===== config.mk =====
export PLATFORM = sky130hd
export DESIGN_NAME = pkt_ser_tx
export DESIGN_NICKNAME = d
export VERILOG_FILES = /design/src/rtl/pst_pkg.sv /design/src/rtl/pst_quiet.sv /design/src/rtl/pst_byte_feed.sv /design/src/rtl/pst_pay_shift.sv /design/src/rtl/pkt_ser_tx.sv
export SDC_FILE = /design/constraint.sdc
export NUM_CORES = 1
export LEC_CHECK = 0
export BUFFER_PORTS_ARGS = -buffer_cell sky130_fd_sc_hd__buf_2
export CAP_MARGIN = 20
export CORE_MARGIN = 2
export CORE_UTILIZATION = 45
export CTS_CLUSTER_SIZE = 24
export DETAILED_ROUTE_END_ITERATION = 7
export MAX_ROUTING_LAYER = met4
export PLACE_DENSITY_LB_ADDON = 0.3
export REMOVE_ABC_BUFFERS = 1
export SETUP_SLACK_MARGIN = 0.15
export SLEW_MARGIN = 20
export SYNTH_ARGS = -nofsm -noshare
export SYNTH_HDL_FRONTEND = slang
export SYNTH_SLANG_ARGS = --single-unit

===== constraint.sdc =====
create_clock -name clk_i -period 2.93 [get_ports clk_i]
set_clock_uncertainty 0.05 [all_clocks]
set_input_delay 0.1465 -clock clk_i [delete_from_list [all_inputs] [get_ports clk_i]]
set_output_delay 0.1465 -clock clk_i [all_outputs]
set_load 0.02 [all_outputs]

===== src/rtl/pst_pkg.sv =====
package pst_pkg;
  typedef enum logic [2:0] {
    ST_IDLE,
    ST_HDR,
    ST_PAD,
    ST_PAY,
    ST_TAIL
  } tx_state_e;
endpackage


===== src/rtl/pst_quiet.sv =====
module pst_quiet #(
  parameter int QUIET_CYC = 15,
  localparam int QW = $clog2(QUIET_CYC + 1)
) (
  input  logic clk_i,
  input  logic rst_ni,
  output logic done_o
);
  logic [QW-1:0] cnt_q;

  always_ff @(posedge clk_i or negedge rst_ni) begin
    if (!rst_ni) cnt_q <= QW'(QUIET_CYC);
    else if (cnt_q != '0) cnt_q <= cnt_q - 1'b1;
  end

  assign done_o = (cnt_q == '0);
endmodule


===== src/rtl/pst_byte_feed.sv =====
module pst_byte_feed #(
  parameter int LEN_W  = 8,
  parameter int BYTE_W = 8
) (
  input  logic              clk_i,
  input  logic              rst_ni,
  input  logic              start_i,
  input  logic [LEN_W-1:0]  len_i,
  input  logic              take_i,
  input  logic              byte_valid_i,
  input  logic [BYTE_W-1:0] byte_data_i,
  output logic              byte_ready_o,
  output logic              full_o,
  output logic [BYTE_W-1:0] data_o
);
  logic [LEN_W-1:0] fetch_left_q;
  logic             load;

  // ready depends on registers only, never on take_i
  assign byte_ready_o = (fetch_left_q != '0) && !full_o;
  assign load         = byte_ready_o && byte_valid_i;

  always_ff @(posedge clk_i or negedge rst_ni) begin
    if (!rst_ni) begin
      fetch_left_q <= '0;
      full_o       <= 1'b0;
      data_o       <= '0;
    end else if (start_i) begin
      fetch_left_q <= len_i;
      full_o       <= 1'b0;
    end else begin
      if (load) begin
        fetch_left_q <= fetch_left_q - 1'b1;
        data_o       <= byte_data_i;
        full_o       <= 1'b1;
      end else if (take_i) begin
        full_o <= 1'b0;
      end
    end
  end
endmodule


===== src/rtl/pst_pay_shift.sv =====
module pst_pay_shift #(
  parameter int LEN_W  = 8,
  parameter int BYTE_W = 8,
  localparam int BW = $clog2(BYTE_W + 1)
) (
  input  logic              clk_i,
  input  logic              rst_ni,
  input  logic              start_i,
  input  logic [LEN_W-1:0]  len_i,
  input  logic              advance_i,
  input  logic              buf_full_i,
  input  logic [BYTE_W-1:0] buf_data_i,
  output logic              take_o,
  output logic              have_o,
  output logic              bit_o,
  output logic              last_o
);
  logic [BYTE_W-1:0] sh_q;
  logic [BW-1:0]     bits_left_q;
  logic [LEN_W-1:0]  bytes_left_q;
  logic              need;

  assign need   = (bits_left_q == '0);
  assign have_o = !need || buf_full_i;
  assign take_o = advance_i && need && buf_full_i;
  assign bit_o  = need ? buf_data_i[0] : sh_q[0];
  assign last_o = !need && (bits_left_q == BW'(1)) && (bytes_left_q == '0);

  always_ff @(posedge clk_i or negedge rst_ni) begin
    if (!rst_ni) begin
      sh_q         <= '0;
      bits_left_q  <= '0;
      bytes_left_q <= '0;
    end else if (start_i) begin
      bits_left_q  <= '0;
      bytes_left_q <= len_i;
    end else if (advance_i && have_o) begin
      if (need) begin
        sh_q         <= buf_data_i >> 1;
        bits_left_q  <= BW'(BYTE_W - 1);
        bytes_left_q <= bytes_left_q - 1'b1;
      end else begin
        sh_q        <= sh_q >> 1;
        bits_left_q <= bits_left_q - 1'b1;
      end
    end
  end
endmodule


===== src/rtl/pkt_ser_tx.sv =====
module pkt_ser_tx #(
  parameter int ADDR_W    = 4,
  parameter int LEN_W     = 8,
  parameter int BYTE_W    = 8,
  parameter int PAD_CYC   = 2,
  parameter int QUIET_CYC = 15
) (
  input  logic              clk_i,
  input  logic              rst_ni,
  input  logic              req_valid_i,
  output logic              req_ready_o,
  input  logic [ADDR_W-1:0] req_addr_i,
  input  logic [LEN_W-1:0]  req_len_i,
  input  logic              byte_valid_i,
  output logic              byte_ready_o,
  input  logic [BYTE_W-1:0] byte_data_i,
  input  logic              gap_i,
  output logic              ser_o,
  output logic              frame_no,
  output logic              valid_no,
  output logic              err_o
);
  import pst_pkg::*;

  // ADDR_W >= 2 and PAD_CYC >= 1 assumed
  localparam int SPAN = (ADDR_W > PAD_CYC) ? ADDR_W : PAD_CYC;
  localparam int CW   = $clog2(SPAN + 1);

  tx_state_e         state_q;
  logic [CW-1:0]     cnt_q;
  logic [ADDR_W-1:0] hdr_q;
  logic              quiet_done, accept, start;
  logic              buf_full, take, have, pay_bit, pay_last, advance;
  logic [BYTE_W-1:0] buf_data;

  assign req_ready_o = (state_q == ST_IDLE) && quiet_done;
  assign accept      = req_valid_i && req_ready_o;
  assign start       = accept && (req_len_i != '0);
  assign advance     = (state_q == ST_PAY) && !gap_i;

  pst_quiet #(.QUIET_CYC(QUIET_CYC)) u_quiet (
    .clk_i (clk_i),
    .rst_ni(rst_ni),
    .done_o(quiet_done)
  );

  pst_byte_feed #(.LEN_W(LEN_W), .BYTE_W(BYTE_W)) u_feed (
    .clk_i       (clk_i),
    .rst_ni      (rst_ni),
    .start_i     (start),
    .len_i       (req_len_i),
    .take_i      (take),
    .byte_valid_i(byte_valid_i),
    .byte_data_i (byte_data_i),
    .byte_ready_o(byte_ready_o),
    .full_o      (buf_full),
    .data_o      (buf_data)
  );

  pst_pay_shift #(.LEN_W(LEN_W), .BYTE_W(BYTE_W)) u_shift (
    .clk_i     (clk_i),
    .rst_ni    (rst_ni),
    .start_i   (start),
    .len_i     (req_len_i),
    .advance_i (advance),
    .buf_full_i(buf_full),
    .buf_data_i(buf_data),
    .take_o    (take),
    .have_o    (have),
    .bit_o     (pay_bit),
    .last_o    (pay_last)
  );

  always_ff @(posedge clk_i or negedge rst_ni) begin
    if (!rst_ni) begin
      state_q  <= ST_IDLE;
      cnt_q    <= '0;
      hdr_q    <= '0;
      ser_o    <= 1'b0;
      frame_no <= 1'b1;
      valid_no <= 1'b1;
      err_o    <= 1'b0;
    end else begin
      err_o <= accept && (req_len_i == '0);
      // default slot: frame held low, data invalid
      ser_o    <= 1'b0;
      frame_no <= 1'b0;
      valid_no <= 1'b1;
      unique case (state_q)
        ST_IDLE: begin
          frame_no <= 1'b1;
          if (start) begin
            ser_o    <= req_addr_i[0];
            frame_no <= 1'b0;
            hdr_q    <= req_addr_i >> 1;
            cnt_q    <= CW'(ADDR_W - 1);
            state_q  <= ST_HDR;
          end
        end
        ST_HDR: begin
          ser_o <= hdr_q[0];
          hdr_q <= hdr_q >> 1;
          if (cnt_q == CW'(1)) begin
            cnt_q   <= CW'(PAD_CYC);
            state_q <= ST_PAD;
          end else begin
            cnt_q <= cnt_q - 1'b1;
          end
        end
        ST_PAD: begin
          if (cnt_q == CW'(1)) state_q <= ST_PAY;
          else cnt_q <= cnt_q - 1'b1;
        end
        ST_PAY: begin
          if (advance && have) begin
            ser_o    <= pay_bit;
            valid_no <= 1'b0;
            frame_no <= pay_last;
            if (pay_last) state_q <= ST_TAIL;
          end
        end
        ST_TAIL: begin
          frame_no <= 1'b1;
          state_q  <= ST_IDLE;
        end
        default: state_q <= ST_IDLE;
      endcase
    end
  end
endmodule


==> results of run 1 <==
[logic make-up (layout without fill, tap and decap cells)]
logic type | count (synthesis) | count (layout)
AOI/OAI and AO/OA | 70 | 70
buffers and inverters | 25 | 58
xor gates and xnor gates | 9 | 9
adders and majority gates | 10 | 10
DFF | 53 | 53
and+or+nand+nor | 95 | 95
muxes | 18 | 18
[state kept, by name, summed over array words and instances, names as in the netlist]
signal	count
cnt_q	3
err_o	1
frame_no	1
hdr_q	3
ser_o	1
state_q	3
u_feed.data_o	8
u_feed.fetch_left_q	8
u_feed.full_o	1
u_quiet.cnt_q	4
u_shift.bits_left_q	4
u_shift.bytes_left_q	8
u_shift.sh_q	7
valid_no	1
[placed cells by master, fill, tap and decap left out, types with 5 or more instances in the layout]
master and instances:
mux2_4 8, dfstp_2 6, buf_2 30, inv_1 14, mux2i_1 8, nor3_1 12
o21ai_0 15, dfrtp_1 47, o211ai_1 5, ha_1 10, nor2_1 16, a21oi_1 20
buf_4 5, nand2_1 21, xnor2_1 6, clkbuf_8 5
[metal layers]
metal  track usage (%)  vias to the layer above
met3              3.54                        8
li1                  -                     1085
met4              5.48                        0
met1              25.6                     1025
met5                 -                        -
met2              27.8                       44
[path summary, 6_finish.rpt]
| path | from | to | slack (ps) | cells past startpoint |
|---|---|---|---|---|
| max reg2reg | u_quiet.cnt_q[0] | u_feed.data_o[3] | 570 | 6 |
| min | byte_data_i[5] | u_feed.data_o[5] | 10 | 2 |
| max | u_quiet.cnt_q[0] | u_feed.data_o[3] | 570 | 6 |
| min reg2reg | u_shift.sh_q[2] | u_shift.sh_q[2] | 440 | 2 |
| min in group asynchronous | rst_ni | u_shift.bytes_left_q[2] | 250 | 2 |
| max in group asynchronous | rst_ni | u_quiet.cnt_q[0] | 1780 | 3 |
[final cells by class]
type                    count  area, um^2
fillers                   572        3020
well taps                  77        96.3
repair buffers             36         198
multi-input cells         202        1480
inverters                  14        52.6
flip-flops and latches     53        1330
clock inverters             3        65.1
clock buffers               5        68.8
[critical path: cells and delay by family (launching register included)]
kind | cells | cell delay [ps]
multiplexers | 1 | 340
AO/OA/AOI/OAI | 1 | 380
adder cells (fa/ha/maj) | 1 | 210
AND/OR/NAND/NOR | 2 | 780
buffers and inverters | 1 | 120
flip-flops | 1 | 370
[report_power, final]
group	total, mW	switching [mW]	internal [mW]
sequential	1.29	0.267	1.02
clock	0.574	0.235	0.339
combinational	1.04	0.515	0.524
[repair_timing]
item                      in CTS  in global routing
hold endpoints to repair      17                  0
buffers inserted               0                  0
hold buffers                   1                  0
==> results.rst, run 1 <==
.. list-table::
   :header-rows: 1

   * - Metric
     - Value
   * - Worst setup slack before clock tree synthesis
     - 567 ps
   * - Antenna viol nets, final
     - 0
   * - Post-layout min period
     - 2360 ps
   * - Post-layout instance area
     - 0.00330 mm^2
   * - Post-synthesis compound-gate area fraction
     - 16.2%
   * - Num Clock Sinks
     - 53
   * - Last weighted congestion value of the routability-driven placer
     - 0.920
   * - # diodes
     - 0
   * - Unique cell type count in the Yosys netlist
     - 65
   * - Largest cells by area after synthesis
     - dfrtp_1 (40%), dfstp_2 (5.4%), ha_1 (4.3%)
   * - Basic-gate share of the synthesized area counting and, or, nand and nor cells
     - 19.8%
   * - Met1 wire length
     - 2800 um
   * - Number of synthesized register bits
     - 53
   * - Count of warnings emitted by yosys
     - 0
   * - Final cell count without fillers
     - 390
   * - Placed instance area
     - 0.00315 mm^2
   * - Number of buffers inserted during clock tree synthesis
     - 5
   * - Root Buffer Master
     - clkbuf_8
   * - Classification of the worst setup path
     - reg -> reg
   * - Area share of xor/xnor cells in the synthesized design
     - 2.69%
   * - Number of remaining DRC errors
     - 0
   * - TritonCTS clock tree
     - done
   * - Fraction of synthesized cell area taken by the top area cell type
     - 40.1%
   * - Dominant cell by count in the synthesized netlist
     - dfrtp_1
   * - Number of buffers between clock root and the deepest sink
     - 2
   * - Post-Route Utilization
     - 52.2%
   * - Data arrival time of the critical path
     - 2500 ps
   * - CTS resizes
     - 0
   * - Crit-path max FO
     - 13
   * - Syn avg cell area
     - 10.5 um^2
   * - Max-capacitance violation count
     - 0
   * - Met3 wire length
     - 279 um
   * - Worst stage delay on the critical path
     - 500 ps
   * - Number of top-level pins
     - 31
   * - Total instance count after detailed placement
     - 381
   * - Type of element capturing the critical path
     - flip-flop
   * - Cell-by-cell trace of the critical path
     - inv_1, ha_1, or3b_1, nand2b_4, o21ai_4, mux2_4
   * - Detailed Route WL
     - 5840 um
   * - Worst min-delay path category
     - in -> reg
   * - Final Slew Violations
     - 0
   * - Most frequent cells after synthesis
     - dfrtp_1 (47), nand2_1 (21), a21oi_1 (20)
   * - Vias after detailed routing
     - 2,162
   * - Fmax achieved
     - 423 MHz
   * - Clock slew at reported path FFs
     - 90 ps
   * - Area growth from synthesis to layout
     - 12.4%
   * - Cell area after synthesis
     - 0.00293 mm^2
   * - Routed vias/inst
     - 5.54
   * - Final HPWL from detailed placement
     - 4420 um
   * - Slack of the critical path
     - 568 ps
   * - Slew Limit Headroom
     - 64.0%
   * - Die extent in y
     - 84.7 um
   * - Period utilization
     - 80.6%
   * - Core region area
     - 0.00631 mm^2
   * - # H-tree levels
     - 2
   * - RSZ-0062 raised after global routing
     - false
   * - I/O Buffers
     - 30
   * - Proportion of synthesized chip area in sequential cells
     - 45.5%
   * - Total congestion overflow
     - 0
   * - Count of mapped cells out of synthesis
     - 280
   * - Starting utilization of the core area
     - 46.4%
   * - DIE WIDTH
     - 84.7 um
   * - Hold Fails Final Rpt
     - 0
   * - Critical Path Source Type
     - flip-flop
   * - Fraction of synthesized area in multiplexers
     - 7.60%
   * - Number of enable-type register cells in the synthesized netlist
     - 0
   * - Vias in the first global route
     - 2,126
   * - Cell taking the most area after synthesis
     - dfrtp_1
   * - Tot Pwr
     - 2.90 mW
   * - Number of antenna violations at the first check in global routing
     - 0
   * - Count of final setup violators
     - 0
   * - Final Net Count
     - 347
   * - Worst ir drop on vdd
     - 0.376 mV
   * - Power per cell area
     - 881 mW/mm^2
   * - Wire length of the first global-routing pass
     - 10,300 um
   * - Slowest cell on crit path
     - or3b_1
   * - Combined global-route utilization of all metal layers
     - 18.5%
   * - CP Data Required Time
     - 3070 ps
   * - Main synth FF type
     - dfrtp_1
   * - Hold WS
     - 14.7 ps
   * - Worst Max-Slew Pin Slew
     - 535 ps
   * - Number of rows created at floorplan
     - 29
   * - Synth async-reset ratio
     - 100%
   * - Total negative slack for setup checks
     - 0 ps
   * - Status
     - finished, final reports clean
   * - Routed length per instance
     - 15.0 um
   * - TritonRoute pass-1 iters
     - 4
   * - Detailed route wirelength on metal2
     - 2680 um
   * - Largest net degree at the start of global routing
     - 36
   * - Iteration-0 DRC count of the detailed router
     - 150
   * - Latest clock arrival within the worst-skew pair
     - 300 ps
   * - Highest routed layer
     - met4
   * - Largest family of logic cells by synthesized area
     - simple AND/OR/NAND/NOR gates
   * - Static leakage power
     - 1.43 nW
   * - Arithmetic-cell share of the synthesized area counting full adders, half adders and majority gates
     - 4.27%
   * - Ratio of cells with drive above 1 in the final layout
     - 24.3%
   * - Area enclosed by the die boundary
     - 0.00718 mm^2
(Power assumes the default switching activity.)
==> run 2, diff against run 1 <==
==> constraint.sdc (replaced) <==
create_clock -name clk_i -period 2.15 [get_ports clk_i]
set_clock_uncertainty 0.05 [all_clocks]
set_input_delay 0.1075 -clock clk_i [delete_from_list [all_inputs] [get_ports clk_i]]
set_output_delay 0.1075 -clock clk_i [all_outputs]
set_load 0.02 [all_outputs]
==> run 2 against run 1 <==
Wire length is 8.6% higher. Hold slack better by 1.7 ps. Worst setup slack worse by 350 ps. Critical path depth is 2 higher. Total power is 35% higher. Die area stayed put. Design area is 9.8% higher. Non-clock buffer count is 32 higher. Critical path type unchanged.
==> results.rst, run 2 (synthesis results as in run 1) <==
.. list-table::
   :header-rows: 1

   * - Metric
     - Value
   * - Last weighted congestion value of the routability-driven placer
     - 0.868
   * - Vias in the first global route
     - 2,286
   * - Crit-path max FO
     - 8
   * - Area growth from synthesis to layout
     - 23.5%
   * - Starting utilization of the core area
     - 46.4%
   * - Leading cell type in the layout, fill and taps excluded
     - dfrtp_1
   * - Routed length per instance
     - 15.0 um
   * - R2R Setup Slk
     - 220 ps
   * - Power per cell area
     - 1090 mW/mm^2
   * - Final HPWL from detailed placement
     - 4710 um
   * - Number of buffers between clock root and the deepest sink
     - 2
   * - End of the worst hold path
     - u_feed.fetch_left_q[2]
   * - R2R cell count
     - 8
   * - Multi-input logic area
     - 0.00154 mm^2
   * - Count of final setup violators
     - 0
   * - Final Slew Violations
     - 0
   * - Commonest non-fill, non-tap cells in the layout
     - dfrtp_1 (47), buf_2 (29), buf_4 (23)
   * - Routed vias/inst
     - 5.49
   * - Number of rows created at floorplan
     - 29
   * - Antenna viol nets, final
     - 0
   * - Type of element capturing the critical path
     - flip-flop
   * - Core region area
     - 0.00631 mm^2
   * - Hold path start
     - req_len_i[2]
   * - Number of buffers inserted during clock tree synthesis
     - 5
   * - # diodes
     - 0
   * - Fill count
     - 565
   * - Hold Fails Final Rpt
     - 0
   * - Total negative slack for setup checks
     - 0 ps
   * - Max-capacitance violation count
     - 0
   * - Status
     - finished, final reports clean
   * - Worst Hold Path Cells
     - 3
   * - Final Net Count
     - 379
   * - Combined global-route utilization of all metal layers
     - 19.4%
   * - Hold WS
     - 16.3 ps
   * - TritonRoute pass-1 iters
     - 4
   * - RSZ-0062 raised after global routing
     - false
   * - Slew Limit Headroom
     - 54.6%
   * - Number of antenna violations at the first check in global routing
     - 0
   * - Detailed Route WL
     - 6340 um
   * - Die extent in y
     - 84.7 um
   * - # H-tree levels
     - 2
   * - Iteration-0 DRC count of the detailed router
     - 118
   * - Latest clock arrival within the worst-skew pair
     - 310 ps
   * - Largest net degree at the start of global routing
     - 54
   * - Slack of the critical path
     - 222 ps
   * - Worst reg2reg endpoint
     - u_shift.bytes_left_q[3]
   * - Number of remaining DRC errors
     - 0
   * - Ratio of cells with drive above 1 in the final layout
     - 31.6%
   * - Classification of the worst setup path
     - reg -> reg
   * - Area enclosed by the die boundary
     - 0.00718 mm^2
   * - Worst Max-Slew Pin Slew
     - 681 ps
   * - Worst min-delay path category
     - in -> reg
   * - Critical Path Source Type
     - flip-flop
   * - Start of the worst register-to-register path
     - u_quiet.cnt_q[1]
   * - I/O Buffers
     - 30
   * - Clock slew at reported path FFs
     - 100 ps
   * - Post-layout min period
     - 1930 ps
   * - Data arrival time of the critical path
     - 2090 ps
   * - Period utilization
     - 89.7%
   * - Total congestion overflow
     - 0
   * - Worst setup slack before clock tree synthesis
     - 74.7 ps
   * - TritonCTS clock tree
     - done
   * - Number of top-level pins
     - 31
   * - Fmax achieved
     - 519 MHz
   * - CP Data Required Time
     - 2310 ps
   * - Final cell count without fillers
     - 422
   * - Worst ir drop on vdd
     - 0.527 mV
   * - Total instance count after detailed placement
     - 399
   * - Num Clock Sinks
     - 53
   * - Vias after detailed routing
     - 2,316
   * - Register Area
     - 0.00133 mm^2
   * - Static leakage power
     - 1.56 nW
   * - Wire length of the first global-routing pass
     - 10,800 um
   * - Root Buffer Master
     - clkbuf_8
   * - Largest registers
     - u_feed.data_o (8), u_feed.fetch_left_q (8), u_shift.bytes_left_q (8)
   * - DIE WIDTH
     - 84.7 um
## run 2: changes by cell type in the layout (fill, tap and decap cells not counted), moves of 2 or more
cell and delta:
buf_6 +3, inv_1 -4, ha_1 -2, inv_2 +3, buf_12 +2, buf_4 +18, bufinv_16 -2, ha_4 +2
dlygate4sd3_1 +10
## run 2: critical path, stage by stage, from the launching register on
cell and delay [ps]:
dfstp_2 560, inv_4 50, ha_4 150, or3b_4 270
nand2b_4 160, buf_4 120, nor2_2 40, buf_12 140
a2111oi_2 280
## run 2: report_power, final
group | switching, mW | internal (mW)
logic | 0.789 | 0.813
clock network | 0.350 | 0.232
registers | 0.352 | 1.40
## run 2: final cells by class
| cell class | count | area share, % |
|---|---|---|
| clock inverter | 3 | 0.588 |
| tap | 77 | 2.66 |
| clock buffer | 5 | 1.90 |
| multi-input combinational | 202 | 42.6 |
| timing repair buffer | 68 | 13.9 |
| sequential | 53 | 36.8 |
| inverter | 14 | 1.52 |
## run 2: metal layers
metal | vias to the layer above | track usage [%] | wire length (um)
met2 | 40 | 30.1 | 2930
met5 | - | - | 0
met4 | 0 | 6.35 | 101
met1 | 1116 | 26.1 | 3120
li1 | 1149 | - | -
met3 | 11 | 3.15 | 188
## run 2: how the worst max path moves through the flow
stage          slack [ps]              startpoint                 endpoint
2_1_floorplan         -80        u_quiet.cnt_q[0]  u_shift.bytes_left_q[1]
3_3_place_gp          130        u_quiet.cnt_q[1]         u_feed.data_o[5]
3_5_place_dp           70        u_quiet.cnt_q[1]         u_feed.data_o[5]
4_1_cts               160  u_shift.bits_left_q[0]                    ser_o
5_1_grt               150  u_shift.bits_left_q[0]                    ser_o
6_report              220        u_quiet.cnt_q[1]  u_shift.bytes_left_q[3]
## run 2: repair_timing
action / in CTS / in global routing
setup buffers: 3 / 1
pin swaps: 2 / 3
hold buffers: 11 / 0
endpoints found under the setup margin: 22 / 27
resized for setup: 9 / 11
hold endpoints to repair: 57 / 0
gates cloned: 0 / 0
## run 2: per-stage QoR
stage / util (%) / instance area (um^2) / total power [mW]
2_1_floorplan: - / 2870 / 2.81
3_3_place_gp: 52.5 / 3310 / 3.22
3_5_place_dp: 52.5 / 3310 / 3.29
4_1_cts: 56.6 / 3570 / 3.90
5_1_grt: 57.3 / 3620 / 4.25
6_report: 57.3 / 3620 / 3.93
==> run 3, diff against run 2 <==
==> constraint.sdc (replaced) <==
create_clock -name clk_i -period 2.15 [get_ports clk_i]
set_clock_uncertainty 0.05 [all_clocks]
set_input_delay 0 -clock clk_i [delete_from_list [all_inputs] [get_ports clk_i]]
set_output_delay 0 -clock clk_i [all_outputs]
set_load 0.02 [all_outputs]
==> run 3 against run 2 <==
Clock-buffer cell count rose by 1. Core utilization rose by 1.4 points. Via count rose by 0.78%. First-iteration DRC count rose by 48%. Hold slack improved by 120 ps. Sequential cell count did not move. Clock power rose by 1%. Critical endpoint is now u_feed.data_o[7]. Largest cell class unchanged. Highest routed layer unchanged.
==> results.rst, run 3 (synthesis results as in run 1) <==
.. list-table::
   :header-rows: 1

   * - Metric
     - Value
   * - Status
     - finished, final reports clean
   * - Fmax achieved
     - 509 MHz
   * - Worst ir drop on vdd
     - 0.443 mV
   * - Starting utilization of the core area
     - 46.4%
   * - Slack of the critical path
     - 184 ps
   * - Total negative slack for setup checks
     - 0 ps
   * - Worst setup slack before clock tree synthesis
     - 49.6 ps
   * - Number of buffers between clock root and the deepest sink
     - 2
   * - Final Slew Violations
     - 0
   * - Crit-path max FO
     - 8
   * - Tot Pwr
     - 3.95 mW
   * - Routed length per instance
     - 14.4 um
   * - Core region area
     - 0.00631 mm^2
   * - Last weighted congestion value of the routability-driven placer
     - 0.837
   * - Root Buffer Master
     - clkbuf_8
   * - Worst Max-Slew Pin Slew
     - 522 ps
   * - Combined global-route utilization of all metal layers
     - 18.4%
   * - Number of remaining DRC errors
     - 0
   * - Clock slew at reported path FFs
     - 100 ps
   * - Antenna viol nets, final
     - 0
   * - RSZ-0062 raised after global routing
     - true
   * - Final HPWL from detailed placement
     - 4560 um
   * - Leading cell type in the layout, fill and taps excluded
     - dfrtp_1
   * - Total congestion overflow
     - 0
   * - Number of buffers inserted during clock tree synthesis
     - 5
   * - TritonRoute pass-1 iters
     - 4
   * - CP Data Required Time
     - 2290 ps
   * - Power per cell area
     - 1060 mW/mm^2
   * - Largest registers
     - u_feed.data_o (8), u_feed.fetch_left_q (8), u_shift.bytes_left_q (8)
   * - Number of top-level pins
     - 31
   * - Routed vias/inst
     - 5.44
   * - Data arrival time of the critical path
     - 2110 ps
   * - Iteration-0 DRC count of the detailed router
     - 175
   * - Detailed Route WL
     - 6170 um
   * - Area enclosed by the die boundary
     - 0.00718 mm^2
   * - Critical Path Source Type
     - flip-flop
   * - Vias after detailed routing
     - 2,334
   * - Area growth from synthesis to layout
     - 26.5%
   * - # diodes
     - 0
   * - TritonCTS clock tree
     - done
   * - Number of antenna violations at the first check in global routing
     - 0
   * - Vias in the first global route
     - 2,183
   * - DIE WIDTH
     - 84.7 um
   * - Number of rows created at floorplan
     - 29
   * - Worst min-delay path category
     - in -> async
   * - Hold Fails Final Rpt
     - 0
   * - Commonest non-fill, non-tap cells in the layout
     - dfrtp_1 (47), buf_2 (30), nand2_1 (21), dlygate4sd3_1 (21), buf_4 (20)
   * - I/O Buffers
     - 30
   * - Count of final setup violators
     - 0
   * - # H-tree levels
     - 2
   * - Period utilization
     - 91.4%
   * - Classification of the worst setup path
     - reg -> reg
   * - R2R Setup Slk
     - 180 ps
   * - Type of element capturing the critical path
     - flip-flop
   * - Latest clock arrival within the worst-skew pair
     - 300 ps
   * - Post-layout min period
     - 1970 ps
   * - Ratio of cells with drive above 1 in the final layout
     - 30.7%
   * - Wire length of the first global-routing pass
     - 10,400 um
   * - Max-capacitance violation count
     - 0
   * - Die extent in y
     - 84.7 um
   * - Num Clock Sinks
     - 53
   * - Final Net Count
     - 386
   * - Slew Limit Headroom
     - 65.2%
   * - Static leakage power
     - 1.60 nW
   * - Largest net degree at the start of global routing
     - 33
run 3: worst max-delay path, stage by stage (launching register included):
cell     delay [ps]
dfrtp_1         440
inv_1           100
ha_1            160
nor3b_1         370
a21oi_2         180
o21ai_4         100
buf_12          150
mux2_4          300
run 3: final cells by class:
cell class	count	area, um^2
Clock buffer	6	82.6
Fill cell	556	2610
Multi-Input combinational cell	202	1560
Sequential cell	53	1330
Tap cell	77	96.3
Inverter	14	52.6
Timing Repair Buffer	75	573
Clock inverter	2	13.8
run 3: what timing repair did:
item | CTS | global route
gates cloned | 0 | 1
hold buffers | 21 | 0
setup buffers | 3 | 1
endpoints found under the hold margin | 49 | 0
resized for setup | 5 | 18
pin swaps | 2 | 5
endpoints found under the setup margin | 19 | 30
run 3: report_power, final:
part           internal (mW)  switching [mW]
logic                  0.831           0.785
registers               1.40           0.342
clock network          0.262           0.328
run 3: metrics by stage:
| step | utilization, % | instance area (um^2) | std cells | hold WS (ps) |
|---|---|---|---|---|
| after floorplan | - | 2870 | 269 | -346 |
| after global placement | 52.0 | 3280 | 395 | -27.4 |
| after detailed placement | 52.0 | 3280 | 395 | -35.3 |
| after CTS | 57.4 | 3630 | 427 | 132 |
| after global routing | 58.7 | 3710 | 429 | 135 |
| final | 58.7 | 3710 | 429 | 140 |
run 3: path summary, 6_finish.rpt:
path                                        start                endpoint  cells after the start
max                        u_feed.fetch_left_q[0]        u_feed.data_o[7]                      7
min                                        rst_ni  u_feed.fetch_left_q[7]                      2
max reg2reg                u_feed.fetch_left_q[0]        u_feed.data_o[7]                      7
min reg2reg                       u_shift.sh_q[3]         u_shift.sh_q[3]                      2
max in group asynchronous                  rst_ni        u_quiet.cnt_q[2]                      3
min in group clk_i                   byte_valid_i  u_feed.fetch_left_q[5]                      4
run 3: per-layer routing:
layer	vias to the layer above	global-route usage (%)	share of wire [%]
met5	-	-	0
met4	0	4.76	1.8
met3	11	2.75	3.5
met2	42	28.3	47
met1	1124	25.6	47
li1	1157	-	-
